## src/rtl/sio_pkg.sv

```systemverilog
`timescale 1ns/1ps
package sio_pkg;
  localparam logic [1:0] REG_DATA = 2'd0;
  localparam logic [1:0] REG_CTRL = 2'd1;
  localparam logic [1:0] REG_CMD  = 2'd2;

  localparam int CTL_TXEN = 0;
  localparam int CTL_RXEN = 1;
  localparam int CTL_TXIE = 2;
  localparam int CTL_RXIE = 3;
  localparam int CTL_W    = 4;

  localparam int CMD_TRIG  = 0;
  localparam int CMD_RLS   = 1;
  localparam int CMD_OVCLR = 2;

  typedef enum logic [1:0] {RX_IDLE, RX_START, RX_DATA, RX_STOP} rx_state_t;
endpackage

```

## src/rtl/sio_tx.sv

```systemverilog
`timescale 1ns/1ps
module sio_tx #(
  parameter int DATA_W = 8,
  parameter int OSR    = 16
) (
  input  logic              clk,
  input  logic              rst,
  input  logic              tick,
  input  logic              en,
  input  logic              start,
  input  logic [DATA_W-1:0] data,
  output logic              txd,
  output logic              busy,
  output logic              done
);
  localparam int FRAME_W = DATA_W + 2;
  localparam int CNT_W   = $clog2(OSR);
  localparam int IDX_W   = $clog2(FRAME_W + 1);

  logic [DATA_W:0]  sh_q;    // data bits plus stop bit; start bit driven at load
  logic [CNT_W-1:0] tcnt_q;
  logic [IDX_W-1:0] idx_q;

  always_ff @(posedge clk) begin
    if (rst) begin
      sh_q   <= '1;
      tcnt_q <= '0;
      idx_q  <= '0;
      busy   <= 1'b0;
      done   <= 1'b0;
      txd    <= 1'b1;
    end else begin
      done <= 1'b0;
      if (!busy) begin
        if (start && en) begin
          sh_q   <= {1'b1, data};
          tcnt_q <= '0;
          idx_q  <= '0;
          busy   <= 1'b1;
          txd    <= 1'b0;
        end
      end else if (en && tick) begin
        if (tcnt_q == CNT_W'(OSR - 1)) begin
          tcnt_q <= '0;
          if (idx_q == IDX_W'(FRAME_W - 1)) begin
            busy <= 1'b0;
            done <= 1'b1;
            txd  <= 1'b1;
          end else begin
            idx_q <= idx_q + 1'b1;
            txd   <= sh_q[0];
            sh_q  <= {1'b1, sh_q[DATA_W:1]};
          end
        end else begin
          tcnt_q <= tcnt_q + 1'b1;
        end
      end
    end
  end
endmodule

```

## src/rtl/sio_rx.sv

```systemverilog
`timescale 1ns/1ps
module sio_rx
  import sio_pkg::*;
#(
  parameter int DATA_W      = 8,
  parameter int OSR         = 16,
  parameter int SYNC_STAGES = 2
) (
  input  logic              clk,
  input  logic              rst,
  input  logic              tick,
  input  logic              en,
  input  logic              rxd,
  output logic [DATA_W-1:0] word,
  output logic              done
);
  localparam int CNT_W = $clog2(OSR);
  localparam int BIT_W = $clog2(DATA_W);

  logic [SYNC_STAGES-1:0] sync_q;
  logic                   line;
  rx_state_t              st_q;
  logic [CNT_W-1:0]       cnt_q;
  logic [BIT_W-1:0]       bit_q;

  assign line = sync_q[SYNC_STAGES-1];

  always_ff @(posedge clk) begin
    if (rst) sync_q <= '1;
    else     sync_q <= {sync_q[SYNC_STAGES-2:0], rxd};
  end

  always_ff @(posedge clk) begin
    if (rst) begin
      st_q  <= RX_IDLE;
      cnt_q <= '0;
      bit_q <= '0;
      word  <= '0;
      done  <= 1'b0;
    end else begin
      done <= 1'b0;
      if (!en) begin
        st_q <= RX_IDLE;
      end else if (tick) begin
        case (st_q)
          RX_IDLE: begin
            cnt_q <= '0;
            if (!line) st_q <= RX_START;
          end
          RX_START: begin
            if (cnt_q == CNT_W'(OSR/2 - 1)) begin
              cnt_q <= '0;
              bit_q <= '0;
              st_q  <= line ? RX_IDLE : RX_DATA;
            end else begin
              cnt_q <= cnt_q + 1'b1;
            end
          end
          RX_DATA: begin
            if (cnt_q == CNT_W'(OSR - 1)) begin
              cnt_q <= '0;
              word  <= {line, word[DATA_W-1:1]};
              bit_q <= bit_q + 1'b1;
              if (bit_q == BIT_W'(DATA_W - 1)) st_q <= RX_STOP;
            end else begin
              cnt_q <= cnt_q + 1'b1;
            end
          end
          default: begin
            if (cnt_q == CNT_W'(OSR - 1)) begin
              cnt_q <= '0;
              done  <= 1'b1;
              st_q  <= RX_IDLE;
            end else begin
              cnt_q <= cnt_q + 1'b1;
            end
          end
        endcase
      end
    end
  end
endmodule

```

## src/rtl/sio_rxbuf.sv

```systemverilog
`timescale 1ns/1ps
module sio_rxbuf #(
  parameter int DATA_W = 8
) (
  input  logic              clk,
  input  logic              rst,
  input  logic              load,
  input  logic [DATA_W-1:0] word,
  input  logic              release_buf,
  input  logic              clr_ovr,
  output logic [DATA_W-1:0] data,
  output logic              full,
  output logic              ovr
);
  always_ff @(posedge clk) begin
    if (rst) begin
      data <= '0;
      full <= 1'b0;
      ovr  <= 1'b0;
    end else begin
      if (load) data <= word;
      if (load)             full <= 1'b1;
      else if (release_buf) full <= 1'b0;
      if (load && full) ovr <= 1'b1;
      else if (clr_ovr) ovr <= 1'b0;
    end
  end
endmodule

```

## src/rtl/sio_duplex.sv

```systemverilog
`timescale 1ns/1ps
module sio_duplex
  import sio_pkg::*;
#(
  parameter int DATA_W      = 8,
  parameter int OSR         = 16,
  parameter int SYNC_STAGES = 2
) (
  input  logic              clk,
  input  logic              rst,
  input  logic              baud_tick,
  input  logic              wr_en,
  input  logic [1:0]        wr_addr,
  input  logic [DATA_W-1:0] wr_data,
  input  logic              rxd,
  output logic              txd,
  output logic              tx_busy,
  output logic [DATA_W-1:0] rx_data,
  output logic              rx_full,
  output logic              overrun,
  output logic              tx_irq,
  output logic              rx_irq
);
  logic [CTL_W-1:0]  ctrl_q;
  logic [DATA_W-1:0] txw_q;
  logic              cmd_wr, cmd_trig, cmd_rls, cmd_ovclr;
  logic              tx_en, rx_en, tx_done, rx_done;
  logic [DATA_W-1:0] rx_word;

  assign cmd_wr    = wr_en && (wr_addr == REG_CMD);
  assign cmd_trig  = cmd_wr && wr_data[CMD_TRIG];
  assign cmd_rls   = cmd_wr && wr_data[CMD_RLS];
  assign cmd_ovclr = cmd_wr && wr_data[CMD_OVCLR];
  assign tx_en     = ctrl_q[CTL_TXEN];
  assign rx_en     = ctrl_q[CTL_RXEN];

  always_ff @(posedge clk) begin
    if (rst) begin
      ctrl_q <= '0;
      txw_q  <= '0;
      tx_irq <= 1'b0;
      rx_irq <= 1'b0;
    end else begin
      if (wr_en && wr_addr == REG_CTRL) ctrl_q <= wr_data[CTL_W-1:0];
      if (wr_en && wr_addr == REG_DATA) txw_q  <= wr_data;
      tx_irq <= tx_done && ctrl_q[CTL_TXIE];
      rx_irq <= rx_done && ctrl_q[CTL_RXIE];
    end
  end

  sio_tx #(.DATA_W(DATA_W), .OSR(OSR)) u_tx (
    .clk(clk), .rst(rst), .tick(baud_tick), .en(tx_en), .start(cmd_trig),
    .data(txw_q), .txd(txd), .busy(tx_busy), .done(tx_done)
  );

  sio_rx #(.DATA_W(DATA_W), .OSR(OSR), .SYNC_STAGES(SYNC_STAGES)) u_rx (
    .clk(clk), .rst(rst), .tick(baud_tick), .en(rx_en), .rxd(rxd),
    .word(rx_word), .done(rx_done)
  );

  sio_rxbuf #(.DATA_W(DATA_W)) u_buf (
    .clk(clk), .rst(rst), .load(rx_done), .word(rx_word),
    .release_buf(cmd_rls), .clr_ovr(cmd_ovclr),
    .data(rx_data), .full(rx_full), .ovr(overrun)
  );
endmodule

```

## config.mk

```make
export PLATFORM = sky130hd
export DESIGN_NAME = sio_duplex
export DESIGN_NICKNAME = d
export VERILOG_FILES = /design/src/rtl/sio_pkg.sv /design/src/rtl/sio_tx.sv /design/src/rtl/sio_rx.sv /design/src/rtl/sio_rxbuf.sv /design/src/rtl/sio_duplex.sv
export SDC_FILE = /design/constraint.sdc
export NUM_CORES = 1
export LEC_CHECK = 0
export ABC_AREA = 1
export ABC_CLOCK_PERIOD_IN_PS = 2900
export BUFFER_PORTS_ARGS = -buffer_cell sky130_fd_sc_hd__buf_2
export CORE_MARGIN = 2
export CORE_UTILIZATION = 48
export DETAILED_ROUTE_END_ITERATION = 8
export PLACE_DENSITY = 0.67
export RECOVER_POWER = 50
export SYNTH_ARGS = -nofsm -noshare
export SYNTH_HDL_FRONTEND = slang
export SYNTH_SLANG_ARGS = --single-unit
```

## constraint.sdc

```tcl
create_clock -name clk -period 2.9 [get_ports clk]
set_input_delay 0.435 -clock clk [delete_from_list [all_inputs] [get_ports clk]]
set_output_delay 0.435 -clock clk [all_outputs]
set_load 0.05 [all_outputs]
```

# After elaboration in Yosys (flattened, before gate mapping)
# Index checks and enable logic that the tools add are counted.
# totals
inputBits	15
word_cells	114
reg_bits	64
output_inout_bits	14
# op_classes
mux	42
n_addsub	4
eq_ne	16
n_bitwise	5
reduce_logical	28
# ops
op	n
$mux 9	5
$mux 4	10
$mux 1	16
$add 4x1->4 const B	3
$eq 4x4->1 const B	3
$mux 2	6
$logic_and 1x1->1	11
$ne 2x2->1 const B	4
$pmux 4 s2	1
$reduce_and 4->1	2
$reduce_bool 2->1	4
$mux 3	2
$ne 2x1->1 const B	3
$pmux 2 s3	1
$pmux 3 s2	1
$reduce_and 6->1	1
$reduce_or 6->1	1
$not 1->1	5
$reduce_and 5->1	1
$eq 2x1->1 const B	2
$eq 2x2->1 const B	2
$eq 4x3->1 const B	1
$logic_not 2->1	2
$reduce_and 2->1	2
6 further kinds	6

# Logic depth before layout (Yosys ltp)
# Gate-level depths: netlist (run 1).
# logic_depth
word_depth	6
ltp_mapped	10
mapped_depth_nobuf	10

# Hierarchy
# A second synthesis (run 1) with hierarchy kept.
# unflattened
hier_cells	401
hier_area_um2	3069.2
# by_module_without_submodules
mod	area_each_um2	cells_per_inst	seq_area_each_um2	instances
sio_tx	1108.6	134	380.4	1
sio_rx	975.9	132	400.4	1
sio_duplex	619.3	91	280.3	1
sio_rxbuf	365.4	44	200.2	1

# Least setup slack after synthesis (run 1)
# OpenSTA, ideal clock, no wires.
# synth_timing
path_type	register to register
startpoint	register u_tx.busy
endpoint	register u_tx.txd
setup_ps	130
path_stages_with_launch	7
setup_slack_ps	1422
period_less_slack_ps	1478
t_arrival_ps	1349
n_path_buf	1
t_required_ps	2770
cell_sequence	dfxtp_1 > buf_4 > nand2_1 > nand2_1 > nand2_1 > nand2_1 > nand3_1
# synth_between
elab_chain_cells	2
elab_cells_between_ends	5
cone_classes	2 x eq/ne; 1 x mux; 2 x reduce/logical
# synth_lines
element	line_no	text
from (decl)	sio_tx.sv:13	output logic busy,
from (signal assigned)	sio_tx.sv:29	busy <= 1'b0;
from (signal assigned)	sio_tx.sv:39	busy <= 1'b1;
from (signal assigned)	sio_tx.sv:46	busy <= 1'b0;
$ne 2x2->1 (no source line) or $reduce_bool 2->1 (tied branches)	n/a	
$reduce_and 3->1 (no source line)	n/a	
to (signal assigned)	sio_tx.sv:51	txd <= sh_q[0];
to (decl)	sio_tx.sv:12	output logic txd,
# Several ways; a longest one is shown, not always the timed one.
# A chain may end at the register's enable or synchronous reset.

# Final worst setup path (run 1)
# layout_timing
startpoint	register u_tx.busy
endpoint	register u_tx.tcnt_q[0]
# layout_between
elab_chain_cells	2
elab_cells_between_ends	4
cone_classes	1 x eq/ne; 1 x mux; 2 x reduce/logical
# layout_lines
element	line_no	text
$ne 2x2->1 (no source line) or $reduce_bool 2->1 (tied branches)	n/a	
$reduce_and 2->1 (no source line)	n/a	
to (signal assigned)	sio_tx.sv:55	tcnt_q <= tcnt_q + 1'b1;
to (decl)	sio_tx.sv:21	logic [CNT_W-1:0] tcnt_q;
# Several ways; a longest one is shown, not always the timed one.

==> key figures, run 1 <==
Timing
  – Crit path time final: 1.90 ns
  – Least-Margin Pin Slew: 0.775 ns
  – Layout Skew: 0.00571 ns
  – Setup TNS: 0 ns
  – Final hold vios: 0
  – Final Slew Violations: 0
  – WHS: 0.273 ns
  – Highest Clock Rate: 527 MHz
  – Setup-failing EPs final: 0
  – Tcrit/Tclk final: 65.4%
  – Rel. slew slack: 48.3%
  – RSZ-0062 raised after global routing: false

Clock tree
  – Cts hold-fix bufs: 0
  – Clk_lat worst skew: 0.34 ns
  – Clock sinks: 63
  – CTS buffer count: 9
  – # resized after CTS: 0
  – Post-CTS Setup Repair Bufs: 0
  – Worst-path clk slew: 0.07 ns
  – H-tree Lvls: 3
  – CTS root buffer: clkbuf_8
  – CTS tree: built
  – Maximum clock path buffer count: 2

Placed design
  – Post-DP HPWL: 3.86 mm
  – Placed instance area: 0.00304 mm^2
  – GPL Wtd Cong: 0.787
  – I/O Buffers: 28

GRT
  – Gr usage total: 18.6%
  – First-pass GRT wire length: 9.29 mm
  – Vias in the first global route: 2033
  – Total gr overflow: 0
  – Largest net degree at the start of global routing: 22
  – Initial antenna violation count: 0

Critical path
  – Worst setup path startpoint: u_tx.busy
  – RR Startpoint: u_tx.busy
  – CP Class: flop to flop
  – CP Launch Type: flop
  – Reg2reg end: u_tx.tcnt_q[0]
  – CP Capture Point: u_tx.tcnt_q[0]
  – Worst R2R Path Depth: 7
  – Worst Path Required: 3.18 ns
  – R2R setup slack: 1.00 ns
  – Critical path data arrival time: 2.17 ns
  – CP Capture Type: flop
  – Worst Path Max Fanout: 13

Floorplanning
  – Ports: 29
  – Core box area: 0.00585 mm^2
  – Die H: 81.1 um
  – Die width: 81.1 um
  – Initial Util: 48.8%
  – Full die area: 0.00658 mm^2
  – Rows: 28

Layout
  – Fillers: 572
  – Layout cell share with drive strength beyond 1: 11.9%
  – Nets: 442
  – Fin area: 0.00319 mm^2
  – Area grow syn2layout: 11.7%
  – Number of diodes: 0

Pwr
  – Combinational power share: 9.0%
  – Power Internal: 1300 uW
  – Net switching share of the total power: 25.7%
  – Power Dens Cells: 550 mW/mm^2
  – Sequential power share: 52.4%
  – Clk pwr share: 38.6%
  – LEAKAGE: 0.00145 uW
  – Psw: 450 uW
  – Max IR drop VDD: 0.000340 V

Logic synthesis
  – Post-Syn Instances: 385
  – Yosys warns: 0
  – Synth cell types: 35
  – Post-synth EDFFs: 0
  – Yosys top cell area share: 44.2%
  – Area leader, netlist: dfxtp_1
  – Prevailing post-synth register cell: dfxtp_1
  – Yosys reg bits: 63
  – Avg Inst Size Synth: 7.42 um^2
  – Mapped cell area: 0.00286 mm^2
  – Seq/Total Area, Yosys: 44.2%
  – Ys async rst share: 0%
  – Most area-consuming cells after synthesis: dfxtp_1 44%, nand2_1 9.9%, nor2_1 9.9%
  – Commonest cells post-synth: 75 x nand2_1, 75 x nor2_1, 63 x dfxtp_1
  – Mapped Nets: 412

Detailed routing
  – DRC Markers: 0
  – Routed vias: 2450
  – Vias per cell: 4.95
  – Final ANT Viol Nets: 0
  – Final WL: 5.55 mm
  – Initial DRC Count: 180
  – Detailed Routing Iterations Pass 1: 4
  – Routed len/inst: 11.2 um

Hold path
  – Class of the worst hold path: input port to flop

Flow run
  – Max Cap Violations: 0

Run status
  – Status: completed
-- critical path: stages, from the launching register on --
cell	delay, ns
dfxtp_1	0.54
clkbuf_1	0.48
nor2_1	0.16
nand2_4	0.13
nand2_1	0.18
nand2_1	0.14
nand2_1	0.08
a21oi_1	0.12
-- how the worst min path moves through the flow --
stage                         startpoint              to  slack, ns  depth (start not counted)
final                                rxd  u_rx.sync_q[0]       0.27                          2
after global routing                 rxd  u_rx.sync_q[0]       0.27                          2
after CTS                            rxd  u_rx.sync_q[0]       0.26                          2
after detailed placement  u_rx.sync_q[0]  u_rx.sync_q[1]       0.40                          1
after global placement    u_rx.sync_q[0]  u_rx.sync_q[1]       0.40                          1
after floorplan           u_rx.sync_q[0]  u_rx.sync_q[1]       0.39                          1
-- power groups by stage --
stage | Clock (uW) | Combinational [uW] | Sequential (uW)
after CTS | 690 | 160 | 918
after floorplan | 0 | 126 | 936
after global placement | 0 | 157 | 937
after detailed placement | 0 | 160 | 937
after global routing | 736 | 180 | 922
final | 677 | 158 | 919
-- final cells by class --
class | instances | area [um^2] | share of cell area, %
Multi-Input combinational cell | 276 | 1390 | 43.6
Timing Repair Buffer | 31 | 138 | 4.32
Sequential cell | 63 | 1260 | 39.6
Tap cell | 75 | 93.8 | 2.94
Inverter | 34 | 128 | 4.00
Clock inverter | 3 | 17.5 | 0.549
Clock buffer | 13 | 159 | 4.98
-- logic make-up after synthesis --
family,count (synthesis),synth area share [%]
AND/OR/NAND/NOR,206,32.0
adder cells (fa/ha/maj),12,5.26
flip-flops,63,44.2
buffers and inverters,46,6.92
AO/OA/AOI/OAI,56,11.0
XOR/XNOR,2,0.614
-- through the flow --
stage                     instances  utilization, %  worst slack [ns]  total power, uW
after floorplan                 385               -              1.42             1060
final                           495            54.5              1.00             1750
after detailed placement        479            52.0              1.22             1100
after global routing            495            54.5             0.713             1840
after global placement          479            52.0              1.25             1090
after CTS                       495            55.0              1.25             1770
-- state kept, by name, indices dropped and copies added, names as in the netlist --
signal and flops:
rx_irq 1, u_tx.sh_q 8, u_rx.done 1, txw_q 8, u_buf.ovr 1, tx_irq 1
u_tx.txd 1, u_buf.data 8, ctrl_q 4, u_tx.tcnt_q 4, u_tx.done 1, u_rx.sync_q 2
u_tx.idx_q 4, u_tx.busy 1, u_buf.full 1, u_rx.st_q 2, u_rx.cnt_q 4, u_rx.word 8
u_rx.bit_q 3
-- layout by cell type, fill, tap and decap left out, drive strengths merged --
master	Yosys	layout
nand4	1	1
nand3	37	37
ha	12	12
nand2	81	81
nor3b	1	1
o21ai	36	36
inv	34	34
clkbuf	5	27
o21bai	1	1
a2bb2oi	1	1
dfxtp	63	63
or2	4	4
buf	7	17
xor2	1	1
o31ai	2	2
nor3	2	2
a31oi	2	2
clkinvlp	0	1
nor2	78	78
clkinv	0	2
nor4	2	2
o211ai	2	2
xnor2	1	1
a21oi	12	12
-- layer usage --
metal,global-route usage (%),share of wire (%)
met1,25.2,52
met2,27.0,41
met3,6.44,4.6
met4,7.80,2.1
met5,0,0
No activity file was read; power rests on OpenSTA's default activity.
==> run 2: changes to the inputs <==
ABC_CLOCK_PERIOD_IN_PS = 1600   (was 2900)
PLACE_DENSITY = 0.7   (was 0.67)
clock period = 1.6 ns   (was 2.9 ns; I/O delays follow)
==> run 2 against run 1 <==
Via count is 0.33% higher. Largest power group unchanged. Worst setup slack worse by 0.90 ns. Critical path type unchanged. Die area stayed put. Clock power is 130% higher. Largest cell class unchanged. Sequential cell count stayed put. Critical endpoint is now u_rx.word[0]. Power is 100% higher. Maximum frequency is 27% higher. Highest routed layer unchanged.
==> key figures, run 2 (synthesis gave the netlist of run 1 again) <==
Timing
  – Setup TNS: 0 ns (unchanged)
  – Rel. slew slack: 59.9% (+12 points)
  – Crit path time final: 1.49 ns (-0.403 ns)
  – WHS: 0.0660 ns (-0.207 ns)
  – Tcrit/Tclk final: 93.3% (+28 points)
  – Setup-failing EPs final: 0 (unchanged)
  – Highest Clock Rate: 670 MHz (+27%)
  – Least-Margin Pin Slew: 0.601 ns (-0.174 ns)
  – Layout Skew: 0.00730 ns (+0.00159 ns)
  – RSZ-0062 raised after global routing: false
  – Final Slew Violations: 0 (unchanged)
  – Final hold vios: 0 (unchanged)

Layout
  – Nets: 447 (+1.1%)
  – FF/Latch Area: 0.00126 mm^2 (+0.20%)
  – Fillers: 557 (-2.6%)
  – Fin area: 0.00330 mm^2 (+3.6%)
  – Commonest cells after routing, fill and taps aside: 75 x nand2_1, 75 x nor2_1, 61 x dfxtp_1
  – Area grow syn2layout: 15.6%
  – Footprint of the multi-input gates: 0.00140 mm^2 (+0.54%)
  – Non-Filler Instances: 500 (+1.0%)
  – Layout cell share with drive strength beyond 1: 15.1% (+3.2 points)
  – Number of diodes: 0 (unchanged)

Floorplanning
  – Rows: 28 (unchanged)
  – Full die area: 0.00658 mm^2 (unchanged)
  – Die width: 81.1 um (unchanged)
  – Die H: 81.1 um (unchanged)
  – Core box area: 0.00585 mm^2 (unchanged)
  – Initial Util: 48.8% (unchanged)
  – Ports: 29 (unchanged)

Detailed routing
  – Detailed Routing Iterations Pass 1: 4 (unchanged)
  – Final ANT Viol Nets: 0 (unchanged)
  – Vias per cell: 4.92 (-0.68%)
  – Final WL: 5.80 mm (+4.6%)
  – DRC Markers: 0 (unchanged)
  – Routed len/inst: 11.6 um (+3.5%)
  – Routed vias: 2458 (+0.33%)
  – Initial DRC Count: 119 (-34%)

GRT
  – M1 GR Usage: 25.7% (+0.45 points)
  – Largest net degree at the start of global routing: 44 (+100%)
  – Busiest metal layer after global routing: met2
  – Gr usage total: 19.8% (+1.2 points)
  – Total gr overflow: 0 (unchanged)
  – Initial antenna violation count: 0 (unchanged)
  – First-pass GRT wire length: 9.96 mm (+7.3%)
  – Met3 Use GR: 4.44% (-2.0 points)
  – Vias in the first global route: 2246 (+10%)
  – GRT met2 Usage: 31.5% (+4.5 points)

Critical path
  – CP Capture Type: flop
  – Worst setup path startpoint: u_rx.st_q[0]
  – Sequence of cells on the critical path: inv_1 -> ha_2 -> inv_1 -> nor3_4 -> buf_4 -> o21ai_0 -> nor2_1
  – Worst Path Required: 1.88 ns (-1.30 ns)
  – Delay of the slowest critical-path stage: 0.35 ns (-0.19 ns)
  – Kind of cell adding the most delay to the critical path: buffers and inverters
  – CP most frequent cell: inv_1
  – CP Class: flop to flop
  – Critical path buffers and inverters: 3 (+2)
  – Highest-delay cell along the critical path: dfxtp_2
  – RR Startpoint: u_rx.st_q[0]
  – Worst Path Max Fanout: 5 (-8)
  – CP Launch Type: flop
  – Critical path data arrival time: 1.78 ns (-0.39 ns)

Placed design
  – Cells after DPL: 484 (+1.0%)
  – GPL Wtd Cong: 0.849 (+7.9%)
  – Placed instance area: 0.00309 mm^2 (+1.6%)
  – Post-DP HPWL: 4.04 mm (+4.6%)
  – I/O Buffers: 28 (unchanged)

Clock tree
  – Clk_lat worst skew: 0.35 ns (about the same)
  – Maximum clock path buffer count: 2 (unchanged)
  – Clock sinks: 63 (unchanged)
  – CTS buffer count: 9 (unchanged)
  – CTS root buffer: clkbuf_8
  – CTS tree: built
  – H-tree Lvls: 3 (unchanged)
  – Worst-path clk slew: 0.08 ns (about the same)
  – Cts hold-fix bufs: 0 (unchanged)

Hold path
  – Class of the worst hold path: input port to flop
  – Hold Startpoint: rxd

Run status
  – Status: completed

Flow run
  – Max Cap Violations: 0 (unchanged)

Pwr
  – Total power: 3500 uW (+100%)
  – Max IR drop VDD: 0.000660 V (+94%)
  – LEAKAGE: 0.00151 uW (+3.9%)
  – Power Dens Cells: 1060 mW/mm^2 (+93%)
-- run 2: cell count changes in the layout (fill, tap and decap cells not counted), sizes merged --
| cell | delta |
|---|---|
| buf | +8 |
| clkinvlp | +1 |
| clkbuf | -7 |
| clkinv | +1 |
| bufinv | +2 |
-- run 2: final timing paths --
path	slack (ns)	cells after the start	to
max	0.11	7	u_rx.word[0]
min	0.07	2	u_rx.sync_q[0]
max reg2reg	0.11	7	u_rx.word[0]
min reg2reg	0.42	1	u_rx.sync_q[1]
-- run 2: where the power goes --
part	switching (uW)	total, uW	internal [uW]
Sequential	34.3	1660	1620
Combinational	200	313	113
Clock	656	1530	878
-- run 2: cell type report --
class | count | area share [%]
Multi-Input combinational cell | 276 | 42.4
Sequential cell | 63 | 38.3
Timing Repair Buffer | 36 | 5.95
Inverter | 34 | 3.87
Clock buffer | 9 | 3.75
Clock inverter | 7 | 2.96
Tap cell | 75 | 2.84
-- run 2: repair_timing --
item | CTS | global route
gates resized for setup | 0 | 3
endpoints found under the hold margin | 0 | 0
buffers inserted | 0 | 0
endpoints found under the setup margin | 0 | 13
-- run 2: worst register-to-register path, stage by stage (launching register included) --
cell     delay, ns
dfxtp_2       0.35
inv_1         0.14
ha_2          0.24
inv_1         0.08
nor3_4        0.26
buf_4         0.17
o21ai_0       0.07
nor2_1        0.11
-- run 2: per-layer routing --
metal / vias to the layer above / part of all wire, %
li1: 1306 / -
met1: 1101 / 49
met2: 42 / 46
met3: 9 / 3.3
met4: 0 / 1.9
met5: - / 0
-- run 2: stage by stage --
step	worst slack (ns)	util, %
detailed placement	0.0921	52.8
floorplan	0.122	-
global route	0.00201	56.4
CTS	0.0601	56.6
finish	0.107	56.4
global placement	0.146	52.8
